==> config.mk <==
export PLATFORM = sky130hd
export DESIGN_NAME = seeprom_reader
export DESIGN_NICKNAME = d
export VERILOG_FILES = /design/src/rtl/seeprom_pkg.sv /design/src/rtl/seeprom_divider.sv /design/src/rtl/seeprom_shifter.sv /design/src/rtl/seeprom_ctrl.sv /design/src/rtl/seeprom_reader.sv
export SDC_FILE = /design/constraint.sdc
export NUM_CORES = 1
export LEC_CHECK = 0
export ABC_AREA = 1
export BUFFER_PORTS_ARGS = -buffer_cell sky130_fd_sc_hd__buf_2
export CAP_MARGIN = 20
export CORE_MARGIN = 2
export CORE_UTILIZATION = 55
export DETAILED_ROUTE_END_ITERATION = 8
export PLACE_DENSITY_LB_ADDON = 0.2
export SETUP_SLACK_MARGIN = 0.5
export SLEW_MARGIN = 20
export SYNTH_ARGS = -nofsm -noshare
export SYNTH_HDL_FRONTEND = slang
export SYNTH_SLANG_ARGS = --single-unit
export TNS_END_PERCENT = 30
==> constraint.sdc <==
create_clock -name clk -period 3 [get_ports clk]
set_clock_uncertainty 0.1 [all_clocks]
set_input_delay 0.3 -clock clk [delete_from_list [all_inputs] [get_ports clk]]
set_output_delay 0.3 -clock clk [all_outputs]
set_load 0.05 [all_outputs]
==> src/rtl/seeprom_pkg.sv <==
// Shared types and constants for the serial EEPROM word reader.
// Assumes a three-wire memory whose read command is start bit plus opcode.
package seeprom_pkg;

    // Start bit followed by the two-bit read opcode, sent first.
    localparam logic [2:0] RD_OPCODE = 3'b110;

    // Phases of one frame; each lasts one divider period.
    typedef enum logic [3:0] {
        PH_IDLE,
        PH_PRE,     // chip select low, memory port enabled
        PH_CSUP,    // chip select raised, clock low
        PH_CMD_LO,  // command bit presented, clock low
        PH_CMD_HI,  // command bit held, clock high
        PH_GAP,     // clock low between command and data
        PH_DAT_HI,  // clock high, data sampled at phase end
        PH_DAT_LO,  // clock low after a data bit
        PH_END      // chip select dropped
    } phase_e;

endpackage

==> src/rtl/seeprom_divider.sv <==
// Phase timer: pulses tick at the last system cycle of each phase.
// Assumes the phase length is captured once per accepted request.
module seeprom_divider #(
    parameter int DIV_W = 8
) (
    input  logic             clk,
    input  logic             rst_n,
    input  logic             start,
    input  logic             run,
    input  logic [DIV_W-1:0] half_period,
    output logic             tick
);
    localparam logic [DIV_W-1:0] ONE = DIV_W'(1);

    logic [DIV_W-1:0] lim_q;
    logic [DIV_W-1:0] cnt_q;

    // Capture the phase length at the start of an access, zero maps to one.
    always_ff @(posedge clk) begin
        if (!rst_n)
            lim_q <= ONE;
        else if (start)
            lim_q <= (half_period == '0) ? ONE : half_period;
    end

    // Count system cycles inside the current phase.
    always_ff @(posedge clk) begin
        if (!rst_n || !run || tick)
            cnt_q <= '0;
        else
            cnt_q <= cnt_q + ONE;
    end

    assign tick = run && (cnt_q == (lim_q - ONE));

endmodule

==> src/rtl/seeprom_shifter.sv <==
// Command serializer and data deserializer for one read frame.
// Assumes a short address is left-aligned so the MSB leaves first.
module seeprom_shifter
    import seeprom_pkg::*;
#(
    parameter int ADDR_LONG  = 8,
    parameter int ADDR_SHORT = 6,
    parameter int DATA_W     = 16
) (
    input  logic                 clk,
    input  logic                 rst_n,
    input  logic                 load,
    input  logic                 wide,
    input  logic [ADDR_LONG-1:0] load_addr,
    input  logic                 shift,
    input  logic                 sample,
    input  logic                 din,
    output logic                 cmd_msb,
    output logic [DATA_W-1:0]    word
);
    localparam int CMD_W = 3 + ADDR_LONG;
    localparam int PAD_W = ADDR_LONG - ADDR_SHORT;

    logic [CMD_W-1:0]  cmd_q;
    logic [DATA_W-1:0] word_q;

    // Load the read command, then move it out one bit per clock.
    always_ff @(posedge clk) begin
        if (!rst_n)
            cmd_q <= '0;
        else if (load)
            cmd_q <= wide ? {RD_OPCODE, load_addr}
                          : {RD_OPCODE, load_addr[ADDR_SHORT-1:0], {PAD_W{1'b0}}};
        else if (shift)
            cmd_q <= {cmd_q[CMD_W-2:0], 1'b0};
    end

    // Collect returned data bits, first bit ends up as the MSB.
    always_ff @(posedge clk) begin
        if (!rst_n)
            word_q <= '0;
        else if (sample)
            word_q <= {word_q[DATA_W-2:0], din};
    end

    assign cmd_msb = cmd_q[CMD_W-1];
    assign word    = word_q;

endmodule

==> src/rtl/seeprom_ctrl.sv <==
// Frame sequencer: walks the phases of a read, counts bits, runs the
// optional width probe and raises done. Wire levels are decoded from
// registered state only. Assumes tick marks the end of each phase.
module seeprom_ctrl
    import seeprom_pkg::*;
#(
    parameter int              ADDR_LONG  = 8,
    parameter int              ADDR_SHORT = 6,
    parameter int              DATA_W     = 16,
    parameter logic [DATA_W-1:0] PROBE_WORD = 16'h8129
) (
    input  logic                 clk,
    input  logic                 rst_n,
    input  logic                 tick,
    input  logic                 req,
    input  logic [ADDR_LONG-1:0] addr,
    input  logic [1:0]           width_sel,
    input  logic                 cmd_msb,
    input  logic [DATA_W-1:0]    word,
    output logic                 load,
    output logic                 wide,
    output logic [ADDR_LONG-1:0] load_addr,
    output logic                 shift,
    output logic                 sample,
    output logic                 busy,
    output logic                 done,
    output logic                 ee_cs,
    output logic                 ee_sk,
    output logic                 ee_di
);
    localparam int CMD_W = 3 + ADDR_LONG;
    localparam int MAX_BITS = (CMD_W > DATA_W) ? CMD_W : DATA_W;
    localparam int BIT_W = $clog2(MAX_BITS);
    localparam logic [BIT_W-1:0] CMD_LAST_L = BIT_W'(CMD_W - 1);
    localparam logic [BIT_W-1:0] CMD_LAST_S = BIT_W'(CMD_W - 1 - (ADDR_LONG - ADDR_SHORT));
    localparam logic [BIT_W-1:0] DAT_LAST   = BIT_W'(DATA_W - 1);
    localparam logic [BIT_W-1:0] BIT_ONE    = BIT_W'(1);

    phase_e               ph_q, ph_d;
    logic [BIT_W-1:0]     bit_q, bit_d;
    logic                 probe_q, probe_d;
    logic                 wide_q;
    logic [ADDR_LONG-1:0] user_addr_q;
    logic                 done_q;
    logic                 finish;
    logic [BIT_W-1:0]     cmd_last;

    assign cmd_last = wide_q ? CMD_LAST_L : CMD_LAST_S;

    // Next phase, bit count and datapath strobes.
    always_comb begin
        ph_d      = ph_q;
        bit_d     = bit_q;
        probe_d   = probe_q;
        load      = 1'b0;
        wide      = wide_q;
        load_addr = user_addr_q;
        shift     = 1'b0;
        sample    = 1'b0;
        finish    = 1'b0;
        case (ph_q)
            PH_IDLE: begin
                if (req) begin
                    load = 1'b1;
                    ph_d = PH_PRE;
                    if (width_sel[1]) begin
                        probe_d   = 1'b1;
                        wide      = 1'b1;
                        load_addr = '0;
                    end else begin
                        probe_d   = 1'b0;
                        wide      = width_sel[0];
                        load_addr = addr;
                    end
                end
            end
            PH_PRE:    if (tick) ph_d = PH_CSUP;
            PH_CSUP: begin
                if (tick) begin
                    ph_d  = PH_CMD_LO;
                    bit_d = '0;
                end
            end
            PH_CMD_LO: if (tick) ph_d = PH_CMD_HI;
            PH_CMD_HI: begin
                if (tick) begin
                    shift = 1'b1;
                    if (bit_q == cmd_last) begin
                        ph_d = PH_GAP;
                    end else begin
                        bit_d = bit_q + BIT_ONE;
                        ph_d  = PH_CMD_LO;
                    end
                end
            end
            PH_GAP: begin
                if (tick) begin
                    ph_d  = PH_DAT_HI;
                    bit_d = '0;
                end
            end
            PH_DAT_HI: begin
                if (tick) begin
                    sample = 1'b1;
                    ph_d   = PH_DAT_LO;
                end
            end
            PH_DAT_LO: begin
                if (tick) begin
                    if (bit_q == DAT_LAST) begin
                        ph_d = PH_END;
                    end else begin
                        bit_d = bit_q + BIT_ONE;
                        ph_d  = PH_DAT_HI;
                    end
                end
            end
            PH_END: begin
                if (tick) begin
                    if (probe_q) begin
                        load    = 1'b1;
                        probe_d = 1'b0;
                        wide    = (word == PROBE_WORD);
                        ph_d    = PH_PRE;
                    end else begin
                        finish = 1'b1;
                        ph_d   = PH_IDLE;
                    end
                end
            end
            default: ph_d = PH_IDLE;
        endcase
    end

    // Sequencer state registers.
    always_ff @(posedge clk) begin
        if (!rst_n) begin
            ph_q    <= PH_IDLE;
            bit_q   <= '0;
            probe_q <= 1'b0;
            done_q  <= 1'b0;
        end else begin
            ph_q    <= ph_d;
            bit_q   <= bit_d;
            probe_q <= probe_d;
            done_q  <= finish;
        end
    end

    // Remember the width in use and the client's address for the probe path.
    always_ff @(posedge clk) begin
        if (!rst_n) begin
            wide_q      <= 1'b0;
            user_addr_q <= '0;
        end else begin
            if (load)
                wide_q <= wide;
            if (ph_q == PH_IDLE && req)
                user_addr_q <= addr;
        end
    end

    assign busy  = (ph_q != PH_IDLE);
    assign done  = done_q;
    assign ee_cs = (ph_q == PH_CSUP)   || (ph_q == PH_CMD_LO) || (ph_q == PH_CMD_HI) ||
                   (ph_q == PH_GAP)    || (ph_q == PH_DAT_HI) || (ph_q == PH_DAT_LO);
    assign ee_sk = (ph_q == PH_CMD_HI) || (ph_q == PH_DAT_HI);
    assign ee_di = ((ph_q == PH_CMD_LO) || (ph_q == PH_CMD_HI)) && cmd_msb;

endmodule

==> src/rtl/seeprom_reader.sv <==
// Top of the serial EEPROM word reader: phase timer, shifter, sequencer.
// Assumes half_period is steady while an access is accepted.
module seeprom_reader #(
    parameter int                ADDR_LONG  = 8,
    parameter int                ADDR_SHORT = 6,
    parameter int                DATA_W     = 16,
    parameter int                DIV_W      = 8,
    parameter logic [DATA_W-1:0] PROBE_WORD = 16'h8129
) (
    input  logic                 clk,
    input  logic                 rst_n,
    input  logic [DIV_W-1:0]     half_period,
    input  logic                 req,
    input  logic [ADDR_LONG-1:0] addr,
    input  logic [1:0]           width_sel,
    output logic                 busy,
    output logic                 done,
    output logic [DATA_W-1:0]    rdata,
    output logic                 ee_cs,
    output logic                 ee_sk,
    output logic                 ee_di,
    input  logic                 ee_do
);
    logic                 tick;
    logic                 start;
    logic                 load;
    logic                 wide;
    logic [ADDR_LONG-1:0] load_addr;
    logic                 shift;
    logic                 sample;
    logic                 cmd_msb;
    logic [DATA_W-1:0]    word;

    // An access is accepted only from idle.
    assign start = req && !busy;

    seeprom_divider #(
        .DIV_W (DIV_W)
    ) u_div (
        .clk         (clk),
        .rst_n       (rst_n),
        .start       (start),
        .run         (busy),
        .half_period (half_period),
        .tick        (tick)
    );

    seeprom_shifter #(
        .ADDR_LONG  (ADDR_LONG),
        .ADDR_SHORT (ADDR_SHORT),
        .DATA_W     (DATA_W)
    ) u_shift (
        .clk       (clk),
        .rst_n     (rst_n),
        .load      (load),
        .wide      (wide),
        .load_addr (load_addr),
        .shift     (shift),
        .sample    (sample),
        .din       (ee_do),
        .cmd_msb   (cmd_msb),
        .word      (word)
    );

    seeprom_ctrl #(
        .ADDR_LONG  (ADDR_LONG),
        .ADDR_SHORT (ADDR_SHORT),
        .DATA_W     (DATA_W),
        .PROBE_WORD (PROBE_WORD)
    ) u_ctrl (
        .clk       (clk),
        .rst_n     (rst_n),
        .tick      (tick),
        .req       (req),
        .addr      (addr),
        .width_sel (width_sel),
        .cmd_msb   (cmd_msb),
        .word      (word),
        .load      (load),
        .wide      (wide),
        .load_addr (load_addr),
        .shift     (shift),
        .sample    (sample),
        .busy      (busy),
        .done      (done),
        .ee_cs     (ee_cs),
        .ee_sk     (ee_sk),
        .ee_di     (ee_di)
    );

    assign rdata = word;

endmodule

# Word-level counts from Yosys, hierarchy flattened

Index checks and enable logic that the tools add are counted.

Register bits: 62
Logic and storage cells: 107

Add/sub/neg operators: 3
Equality and inequality tests: 24
Mux-type cells: 44
Reductions and logical operators: 26

Operators with widths:

| operator                                                            | count |
|---|---|
| 4-bit two-way mux                                                   | 15 |
| 8-bit two-way mux                                                   | 5 |
| 4-bit case mux with 9 select lines                                  | 1 |
| 11-bit two-way mux                                                  | 2 |
| 2-bit != test (second input constant)                               | 11 |
| 16-bit == test (second input constant)                              | 1 |
| 4-bit by 3-bit == test with 1-bit output (second input constant)    | 4 |
| 1-bit two-way mux                                                   | 15 |
| 4-bit case mux with 3 select lines                                  | 1 |
| 1-bit logical OR                                                    | 9 |
| 9-bit AND reduction                                                 | 1 |
| 8-bit by 1-bit adder with 8-bit output (second input constant)      | 1 |
| 4-bit by 2-bit == test with 1-bit output (second input constant)    | 2 |
| 4-bit == test (second input constant)                               | 2 |
| 8-bit == test                                                       | 1 |
| 8-bit logical NOT                                                   | 1 |
| 8-bit by 1-bit subtractor with 8-bit output (second input constant) | 1 |
| 1-bit case mux with 2 select lines                                  | 3 |
| 3-bit AND reduction                                                 | 2 |
| 6-bit AND reduction                                                 | 1 |
| 4-bit by 1-bit adder with 4-bit output (second input constant)      | 1 |
| 4-bit by 1-bit == test with 1-bit output (second input constant)    | 1 |
| 4-bit == test                                                       | 1 |
| 1-bit logical AND                                                   | 4 |
| other kinds (9)                                                     | 11 |

# Logic depth before layout (Yosys ltp)

Gate-level depths: netlist of run 1.

Word-level depth: 7
Mapped depth: 17
Mapped depth without buffers: 17

# Cells and area by module

A second synthesis of run 1 with hierarchy kept.

Cells, all modules: 502
Area total of the unflattened synthesis: 3270.6 um2

By module, submodules not included:

| module          | instances | cells an instance | area each (um2) | sequential area each (um2) |
|---|---|---|---|---|
| seeprom_ctrl    | 1         | 205               | 1226.2          | 380.4 |
| seeprom_shifter | 1         | 163               | 1137.3          | 540.5 |
| seeprom_divider | 1         | 132               | 897.1           | 320.3 |
| seeprom_reader  | 1         | 2                 | 10.0            | 0.0 |

# Worst setup path before layout of run 1

Ideal clock, no wire load.

Path kind: reg-to-reg
Start: register u_div.lim_q[0]
End: register u_ctrl.ph_q[1]
Arrival: 1.888 ns
Required time: 2.769 ns
Slack: 0.882 ns
Stages on the path, launching flop included: 13
Clock period less this slack: 2.118 ns
Path through: dfxtp_1 > inv_2 > ha_1 > xnor2_1 > nor2_1 > nand3_1 > nor2_4 > nand2_4 > nand2_4 > o21ai_2 > nor3b_4 > or2_1 > a21oi_2

Word-level cells in the longest chain between the ends: 5
Elaborated cells between the ends (all ways): 12

Ends and longest elaborated chain:

| element                                         | RTL line              | source |
|---|---|---|
| from (decl)                                     | seeprom_divider.sv:15 | `logic [DIV_W-1:0] lim_q;` |
| from (signal assigned)                          | seeprom_divider.sv:23 | `lim_q <= (half_period == '0) ? ONE : half_period;` |
| 8-bit by 1-bit subtractor with 8-bit output (*) | seeprom_divider.sv:34 | `assign tick = run && (cnt_q == (lim_q - ONE));` |
| 8-bit == test (*)                               | seeprom_divider.sv:34 |  |
| 1-bit logical AND (*)                           | seeprom_divider.sv:34 |  |
| 2-bit != test (no line)                         | n/a                   |  |
| 9-bit AND reduction (no line) (*)               | n/a                   |  |
| to (signal assigned)                            | seeprom_ctrl.sv:143   | `ph_q <= ph_d;` |
| to (decl)                                       | seeprom_ctrl.sv:39    | `phase_e ph_q, ph_d;` |

Mark *: on every way between the ends. The rest lies on a longest branch, timed or not.
A chain may end at the register's enable or synchronous reset.

# Final worst setup path of run 1

Ends and elaborated chain as after synthesis.

==> flow_summary.yaml, run 1 <==
outcome:
  run_status: "finished, final reports clean"
critical_path:
  reg2reg_from: "u_div.lim_q[0]$_SDFFE_PN1P_"
  cp.required_ns: 3.10
  cp_data_arrival_time_ns: 2.40
  crit_start: "u_div.lim_q[0]$_SDFFE_PN1P_"
  cp_max_fo: 7
  r2r_cells: 12
  start_kind: "flop"
  reg2reg_to: "u_ctrl.ph_q[1]$_SDFFE_PN0P_"
  path_class: "reg -> reg"
  worstSetupEndpointType: "flop"
  r2r_setup_slack_ns: 0.70
timing:
  rsz0062_at_grt: "no"
  fin_setup_tns_ns: 0
  layout_min_cycle_time_ns: 2.30
  max_slew_margin: 0.453
  period_share: 0.766
  fmax_mhz: 435
  slew_viol_final: 0
  worstMarginPinSlew_ns: 0.820
  hold_viol_final: 0
  setup_viol: 0
  worst_hold_slack_ns: 0.100
power_and_ir_drop:
  power.density_nw_per_um2: 945
  peakVddDrop_uv: 446
  p_leak_uw: 0.00161
layout:
  fin_nets: 532
  num_antenna_cells: 0
  area_delta_synth_final_pct: 16.4
  fillCellCount: 515
  mostFrequentLayoutCells: "97 x nand2_1, 61 x dfxtp_1, 46 x a21oi_1"
  layout_commonest_cell: "nand2_1"
  layout-drive-gt1-share: 0.215
drt:
  drc: 0
  vias: 3166
  wire_per_inst_um: 13.0
  antenna_left: 0
  routed_wl_um: 7610
  drt-initial-drc-count: 183
  drt-pass1-iter-count: 5
  vias_per_cell: 5.42
synthesis:
  synthFlopType: "dfxtp_1"
  synth-edff-count: 0
  synth_largest_area_cell: "dfxtp_1"
  syn_area_per_cell_um2: 7.05
  syn_nets: 483
  synth_top_area_frac: 0.384
  synth_seq_cells: 62
  yosys-top-cells-area: "dfxtp_1 38%, nand2_1 11%, a21oi_1 7.1%"
  synth_cell_type_count: 37
  async_reset_ff_frac: 0
  yosysWarnings: 0
  synth_area_um2: 3230
  netlist_instances: 458
  yosysSeqAreaShare: 0.384
floorplanning:
  boundaryPins: 43
  core-area_um2: 5570
  die_x_um: 80.6
  die_y_um: 80.6
  die-area_um2: 6500
  start_util: 0.579
  num_rows: 27
worst_hold_path:
  worstHoldPathType: "in -> reg"
  hold_path_depth: 3
  hp-start: "ee_do"
  min_to: "u_shift.word[0]$_SDFFE_PN0P_"
cts:
  tritoncts_num_sinks: 62
  insertion_delay_ns: 0.34
  numCtsBuffers: 9
  clockBufferDepth: 2
  root_buffer: "clkbuf_8"
  cts_tree: "built"
  h-tree-depth: 3
  clkTransAtPathRegs_ns: 0.08
grt:
  gr-total-overflow: 0
  grt_pass1_vias: 2834
  grt_max_degree: 31
  antenna_found_initial: 0
  grt_pass1_wl_um: 12700
  grt_usage: 0.253
job:
  maxCapViolations: 0
placed_design:
  port_buffers: 42
  dpl.hpwl_um: 5450
  routabilityCongestion: 0.895
final cells by class:
type,count,area [um2],share of cell area
Tap cell,72,90.1,0.0240
Clock buffer,9,124,0.0329
Sequential cell,62,1240,0.330
Multi-Input combinational cell,330,1760,0.468
Timing Repair Buffer,48,255,0.0679
Inverter,56,215,0.0572
Clock inverter,7,73.8,0.0196
cell usage after synthesis, types with 2 or more instances:
master / number
inv_2: 13
o21ai_2: 3
nand3_1: 23
buf_2: 3
xor2_1: 7
nor2_4: 6
nor3b_4: 2
nor3_1: 7
nand4_1: 11
dfxtp_1: 62
nand3_4: 3
o21ai_1: 9
o21ai_0: 36
nor2_2: 4
nor2_1: 44
nand2_1: 98
xnor2_1: 4
nor4_1: 2
nand2_2: 5
a31oi_1: 5
buf_4: 2
inv_1: 42
ha_1: 3
a21oi_1: 46
clkbuf_1: 5
nand2_4: 2
worst max-delay path by stage:
stage,slack (ns),end
after global routing,0.53,u_ctrl.ph_q[1]$_SDFFE_PN0P_
after detailed placement,0.54,u_shift.cmd_q[2]$_SDFFE_PN0P_
after CTS,0.60,u_shift.cmd_q[2]$_SDFFE_PN0P_
after global placement,0.64,u_shift.cmd_q[3]$_SDFFE_PN0P_
final,0.70,u_ctrl.ph_q[1]$_SDFFE_PN0P_
after floorplan,0.88,u_ctrl.ph_q[1]$_SDFFE_PN0P_
state kept, by name, indices dropped and copies added (netlist names):
register	count
u_div.cnt_q	8
u_ctrl.user_addr_q	8
u_shift.cmd_q	11
u_ctrl.done	1
u_ctrl.bit_q	4
u_ctrl.ph_q	4
u_div.lim_q	8
u_ctrl.probe_q	1
u_shift.word	16
u_ctrl.wide_q	1
power by group:
group / switching (uW) / internal [uW]
combinational: 1140 / 574
sequential: 125 / 969
clock: 360 / 386
total: 1620 / 1930
stage by stage:
| stage | std cells | util | setup WS, ns | instance area [um2] | total power [uW] |
|---|---|---|---|---|---|
| after detailed placement | 562 | 0.624 | 0.544 | 3480 | 2730 |
| after global placement | 562 | 0.624 | 0.644 | 3480 | 2690 |
| final | 584 | 0.675 | 0.702 | 3760 | 3550 |
| after CTS | 578 | 0.660 | 0.603 | 3680 | 3480 |
| after global routing | 584 | 0.675 | 0.530 | 3760 | 3810 |
| after floorplan | 458 | - | 0.882 | 3230 | 2430 |
logic make-up (layout without fill, tap and decap cells):
group / Yosys count / after routing / share of synthesized area
xor gates and xnor gates: 11 / 11 / 0.0298
buffers and inverters: 66 / 120 / 0.0818
DFF: 62 / 62 / 0.384
and+or+nand+nor: 211 / 211 / 0.319
AOI/OAI and AO/OA: 105 / 105 / 0.174
adders and majority gates: 3 / 3 / 0.0116
critical path, cell delays in order, from the launching register on:
cell and delay, ns:
dfxtp_2 0.37, inv_2 0.07, ha_4 0.24, xnor2_1 0.11, nor2_1 0.08, nand3_1 0.12, nor2_4 0.20, nand2_4 0.11
nand2_4 0.09, o21ai_2 0.07, nor3b_4 0.35, or2_1 0.17, a21oi_2 0.05
what timing repair did:
item                                    4_1_cts  5_1_grt
hold buffers                                  0        0
endpoints found under the hold margin         0        0
resized for setup                             1        6
endpoints found under the setup margin        1       27
buffers inserted                              0        6
pin swaps                                     0        5
gates cloned                                  0        0
layer usage:
metal,vias up,routed length [um],global-route usage
met5,-,0,0
li1,1611,-,-
met4,0,128,0.124
met1,1450,3500,0.318
met2,92,3630,0.413
met3,13,352,0.0472
(Power assumes the default switching activity.)
==> inputs of run 2 (changes only) <==
--- a/config.mk
+++ b/config.mk
@@ -9,7 +9,7 @@
 export BUFFER_PORTS_ARGS = -buffer_cell sky130_fd_sc_hd__buf_2
 export CAP_MARGIN = 20
 export CORE_MARGIN = 2
-export CORE_UTILIZATION = 55
+export CORE_UTILIZATION = 52
 export DETAILED_ROUTE_END_ITERATION = 8
 export PLACE_DENSITY_LB_ADDON = 0.2
 export SETUP_SLACK_MARGIN = 0.5
==> constraint.sdc (replaced) <==
create_clock -name clk -period 1.9 [get_ports clk]
set_clock_uncertainty 0.1 [all_clocks]
set_input_delay 0.19 -clock clk [delete_from_list [all_inputs] [get_ports clk]]
set_output_delay 0.19 -clock clk [all_outputs]
set_load 0.05 [all_outputs]
==> flow_summary.yaml, run 2 (synthesized netlist as in run 1, its figures left out) <==
drt:
  vias: 3353
  drt-pass1-iter-count: 5
  drc: 0
  drt-initial-drc-count: 179
  antenna_left: 0
  routed_wl_um: 8470
  vias_per_cell: 5.33
  wire_per_inst_um: 13.5
critical_path:
  r2r_setup_slack_ns: -0.27
  slowest_stage: "dfxtp_2"
  crit_chain: "inv_2 > ha_4 > inv_2 > nand2_1 > nand2_1 > nand2_1 > nand2_1 > nand3_2 > nor2_4 > nand2_4 > nand2_4 > nor3b_4 > nand2_2 > o21ai_4 > nor2_1"
  cp_data_arrival_time_ns: 2.30
  crit_buf_inv: 2
  cp_max_fo: 6
  cp_top_family: "simple AND/OR/NAND/NOR gates"
  worstSetupEndpointType: "flop"
  path_class: "reg -> reg"
  crit_path_frequent_cell: "nand2_1"
  start_kind: "flop"
  reg2reg_from: "u_div.lim_q[1]$_SDFFE_PN0P_"
  cp.required_ns: 2.04
  r2r_cells: 15
  critPathMaxStageDelay_ns: 0.33
  reg2reg_to: "u_ctrl.bit_q[2]$_SDFFE_PN0P_"
grt:
  grt_usage: 0.249
  antenna_found_initial: 0
  grt_pass1_vias: 3144
  gr-total-overflow: 0
  grt_pass1_wl_um: 14200
  grt_max_degree: 27
cts:
  clockBufferDepth: 2
  root_buffer: "clkbuf_8"
  cts_tree: "built"
  tritoncts_num_sinks: 62
  clkTransAtPathRegs_ns: 0.07
  numCtsBuffers: 9
  insertion_delay_ns: 0.35
  h-tree-depth: 3
floorplanning:
  die-area_um2: 6860
  start_util: 0.542
  boundaryPins: 43
  die_y_um: 82.8
  die_x_um: 82.8
  num_rows: 28
  core-area_um2: 5960
layout:
  final_area_um2: 4280
  area_delta_synth_final_pct: 32.4
  num_antenna_cells: 0
  largest_reg_flops: 16
  layout_commonest_cell: "nand2_1"
  layout-drive-gt1-share: 0.334
  mostFrequentLayoutCells: "89 x nand2_1, 59 x dfxtp_1, 42 x nor2_1"
  fin_nets: 574
timing:
  max_slew_margin: 0.560
  slew_viol_final: 0
  fmax_mhz: 462
  layout_min_cycle_time_ns: 2.17
  period_share: 1.14
  worst_hold_slack_ns: 0.00556
  worst_slack_ns: -0.266
  rsz0062_at_grt: "yes"
  hold_viol_final: 0
  setup_viol: 36
  fin_setup_tns_ns: -6.47
  worstMarginPinSlew_ns: 0.659
outcome:
  violations: "setup timing"
  run_status: "finished, violations left"
worst_hold_path:
  hold_path_depth: 3
  worstHoldPathType: "in -> reg"
  min_to: "u_ctrl.user_addr_q[6]$_SDFFE_PN0P_"
  hp-start: "addr[6]"
job:
  maxCapViolations: 0
placed_design:
  dpl.hpwl_um: 5850
  port_buffers: 42
  dpl_cell_area_um2: 3820
  pre_cts_ws_ns: -0.245
  routabilityCongestion: 0.920
power_and_ir_drop:
  p_leak_uw: 0.00185
  power.density_nw_per_um2: 1470
  peakVddDrop_uv: 761
[run 2: worst max path at each step]
stage,start,to,slack [ns],cells past startpoint
finish,u_div.lim_q[1]$_SDFFE_PN0P_,u_ctrl.bit_q[2]$_SDFFE_PN0P_,-0.27,15
global route,u_div.lim_q[0]$_SDFFE_PN1P_,u_ctrl.bit_q[0]$_SDFFE_PN0P_,-0.42,15
CTS,u_div.lim_q[1]$_SDFFE_PN0P_,u_ctrl.bit_q[1]$_SDFFE_PN0P_,-0.24,12
detailed placement,u_div.lim_q[1]$_SDFFE_PN0P_,u_ctrl.bit_q[1]$_SDFFE_PN0P_,-0.24,12
global placement,u_div.lim_q[1]$_SDFFE_PN0P_,u_ctrl.bit_q[0]$_SDFFE_PN0P_,-0.21,12
floorplan,u_div.lim_q[0]$_SDFFE_PN1P_,u_ctrl.ph_q[1]$_SDFFE_PN0P_,-0.15,12
[run 2: power by group]
| group | total, uW | internal (uW) | switching [uW] |
|---|---|---|---|
| clock | 1200 | 650 | 549 |
| sequential | 1720 | 1530 | 186 |
| combinational | 3380 | 1330 | 2050 |
[run 2: worst min-delay path: cells and delay by family]
family	cells	cell delay (ns)
AO/OA/AOI/OAI	1	0.05
buffers and inverters	1	0.11
AND/OR/NAND/NOR	1	0.06
[run 2: stage by stage]
stage               power (uW)   util  cells
finish                    6290  0.718    629
global route              6700  0.718    629
CTS                       6070  0.697    626
detailed placement        4670  0.641    604
global placement          4600  0.641    604
floorplan                 3880      -    458
[run 2: repair_timing]
item | 4_1_cts | 5_1_grt
hold buffers | 2 | 0
hold endpoints to repair | 2 | 0
pin swaps | 17 | 20
buffers inserted | 4 | 3
setup endpoints to repair | 66 | 66
resized for setup | 30 | 32
[run 2: cell type report]
cell class                      instances  area (um2)
Clock inverter                          4        55.1
Multi-Input combinational cell        330        1890
Timing Repair Buffer                   90         623
Sequential cell                        62        1240
Tap cell                               75        93.8
Inverter                               56         223
Fill cell                             498        1680
Clock buffer                           12         145
[run 2: routing by layer]
metal,GRT usage,routed length [um]
met1,0.305,3750
met2,0.427,4080
met3,0.0557,425
met4,0.0939,217
met5,0,0
==> inputs of run 3 (changes only) <==
--- a/config.mk
+++ b/config.mk
@@ -9,7 +9,7 @@
 export BUFFER_PORTS_ARGS = -buffer_cell sky130_fd_sc_hd__buf_2
 export CAP_MARGIN = 20
 export CORE_MARGIN = 2
-export CORE_UTILIZATION = 52
+export CORE_UTILIZATION = 55
 export DETAILED_ROUTE_END_ITERATION = 8
 export PLACE_DENSITY_LB_ADDON = 0.2
 export SETUP_SLACK_MARGIN = 0.5
==> constraint.sdc (replaced) <==
create_clock -name clk -period 2.3 [get_ports clk]
set_clock_uncertainty 0.1 [all_clocks]
set_input_delay 0.23 -clock clk [delete_from_list [all_inputs] [get_ports clk]]
set_output_delay 0.23 -clock clk [all_outputs]
set_load 0.05 [all_outputs]
==> flow_summary.yaml, run 3 (synthesized netlist as in run 1, its figures left out) <==
drt:
  drt-pass1-iter-count: 5
  drc: 0
  antenna_left: 0
  vias_per_cell: 5.59
  drt-initial-drc-count: 140
  vias: 3329
  routed_wl_um: 8670
  wire_per_inst_um: 14.5
timing:
  hold_viol_final: 0
  setup_viol: 4
  layout_min_cycle_time_ns: 2.33
  worst_slack_ns: -0.0274
  fin_setup_tns_ns: -0.0818
  rsz0062_at_grt: "yes"
  period_share: 1.01
  slew_viol_final: 0
  max_slew_margin: 0.291
  worstMarginPinSlew_ns: 1.05
  fmax_mhz: 430
placed_design:
  port_buffers: 42
  place_inst: 570
  routabilityCongestion: 0.916
  dpl.hpwl_um: 5740
layout:
  layout_commonest_cell: "nand2_1"
  largest_reg_flops: 16
  mostFrequentLayoutCells: "82 x nand2_1, 55 x dfxtp_1, 42 x buf_2"
  final_cells: 596
  num_antenna_cells: 0
  layout-drive-gt1-share: 0.332
  area_delta_synth_final_pct: 25.3
  fin_nets: 544
  final_util: 0.726
cts:
  cts_hold_buf: 0
  insertion_delay_ns: 0.35
  tritoncts_num_sinks: 62
  clockBufferDepth: 2
  h-tree-depth: 3
  root_buffer: "clkbuf_8"
  clkTransAtPathRegs_ns: 0.08
  numCtsBuffers: 9
  cts_tree: "built"
critical_path:
  cp_data_arrival_time_ns: 2.47
  cp.required_ns: 2.44
  start_kind: "flop"
  cp_max_fo: 4
  worstSetupEndpointType: "flop"
  path_class: "reg -> reg"
floorplanning:
  die_x_um: 80.6
  die-area_um2: 6500
  core-area_um2: 5570
  boundaryPins: 43
  die_y_um: 80.6
  start_util: 0.579
  num_rows: 27
grt:
  grt_pass1_vias: 2901
  grt_pass1_wl_um: 12900
  gr-total-overflow: 0
  grt_usage: 0.260
  antenna_found_initial: 0
  grt_max_degree: 25
outcome:
  violations: "setup timing"
  run_status: "finished, violations left"
power_and_ir_drop:
  power.density_nw_per_um2: 1240
  peakVddDrop_uv: 865
  p_leak_uw: 0.00170
worst_hold_path:
  worstHoldPathType: "in -> reg"
job:
  maxCapViolations: 0
-- run 3: changes by cell type in the layout (fill, tap and decap cells not counted), sizes merged --
cell / before / now
buf: 88 / 59
dlygate4sd3: 2 / 0
clkbuf: 12 / 11
bufinv: 1 / 0
clkinv: 2 / 5
-- run 3: metal layers --
metal,track usage,vias up,part of all wire
met5,0,-,0
met2,0.428,116,0.50
met1,0.316,1548,0.41
met3,0.0787,27,0.056
met4,0.102,0,0.031
li1,-,1638,-
-- run 3: final timing paths --
| check | cells past startpoint | endpoint | slack, ns | startpoint |
|---|---|---|---|---|
| worst max register to register | 12 | u_ctrl.bit_q[0]$_SDFFE_PN0P_ | -0.03 | u_div.lim_q[2]$_SDFFE_PN0P_ |
| worst max-delay path | 12 | u_ctrl.bit_q[0]$_SDFFE_PN0P_ | -0.03 | u_div.lim_q[2]$_SDFFE_PN0P_ |
| worst min-delay path | 3 | u_shift.word[0]$_SDFFE_PN0P_ | 0.02 | ee_do |
| worst min register to register | 2 | u_shift.cmd_q[8]$_SDFFE_PN0P_ | 0.36 | u_shift.cmd_q[7]$_SDFFE_PN0P_ |
-- run 3: layout make-up --
cell class / instances / area [um2]
repair buffers: 60 / 368
fillers: 457 / 1530
clock inverters: 6 / 43.8
well taps: 72 / 90.1
multi-input cells: 330 / 1930
flip-flops and latches: 62 / 1250
clock buffers: 10 / 138
inverters: 56 / 228
-- run 3: report_power, final --
| group | switching, uW | internal (uW) | total [uW] |
|---|---|---|---|
| sequential | 169 | 1270 | 1440 |
| combinational | 1720 | 980 | 2700 |
| clock | 464 | 425 | 889 |
-- run 3: repair_timing --
action / 4_1_cts / 5_1_grt
resized for setup: 4 / 72
cloned: 0 / 1
pin swaps: 8 / 27
endpoints found under the setup margin: 47 / 56
buffers inserted: 5 / 4
-- run 3: worst max-delay path, cell delays in order (launching register included) --
cell and delay, ns:
dfxtp_2 0.35, nor2_2 0.22, buf_4 0.16, nand3_1 0.11
nand3_1 0.11, nand2_1 0.10, nor2_4 0.18, nand2_4 0.11
nand2_4 0.09, nor3b_4 0.26, nand2_2 0.15, o21ai_4 0.21
nor2_1 0.05
-- run 3: stage by stage --
step | instance area, um2 | hold slack, ns | total power [uW] | setup WS [ns]
finish | 4050 | 0.0191 | 5030 | -0.0274
global route | 4050 | 0.00284 | 5370 | -0.209
CTS | 3790 | 0.0184 | 4620 | 0.197
detailed placement | 3560 | 0.356 | 3670 | 0.0823
global placement | 3560 | 0.350 | 3630 | 0.155
floorplan | 3260 | 0.265 | 3200 | 0.249
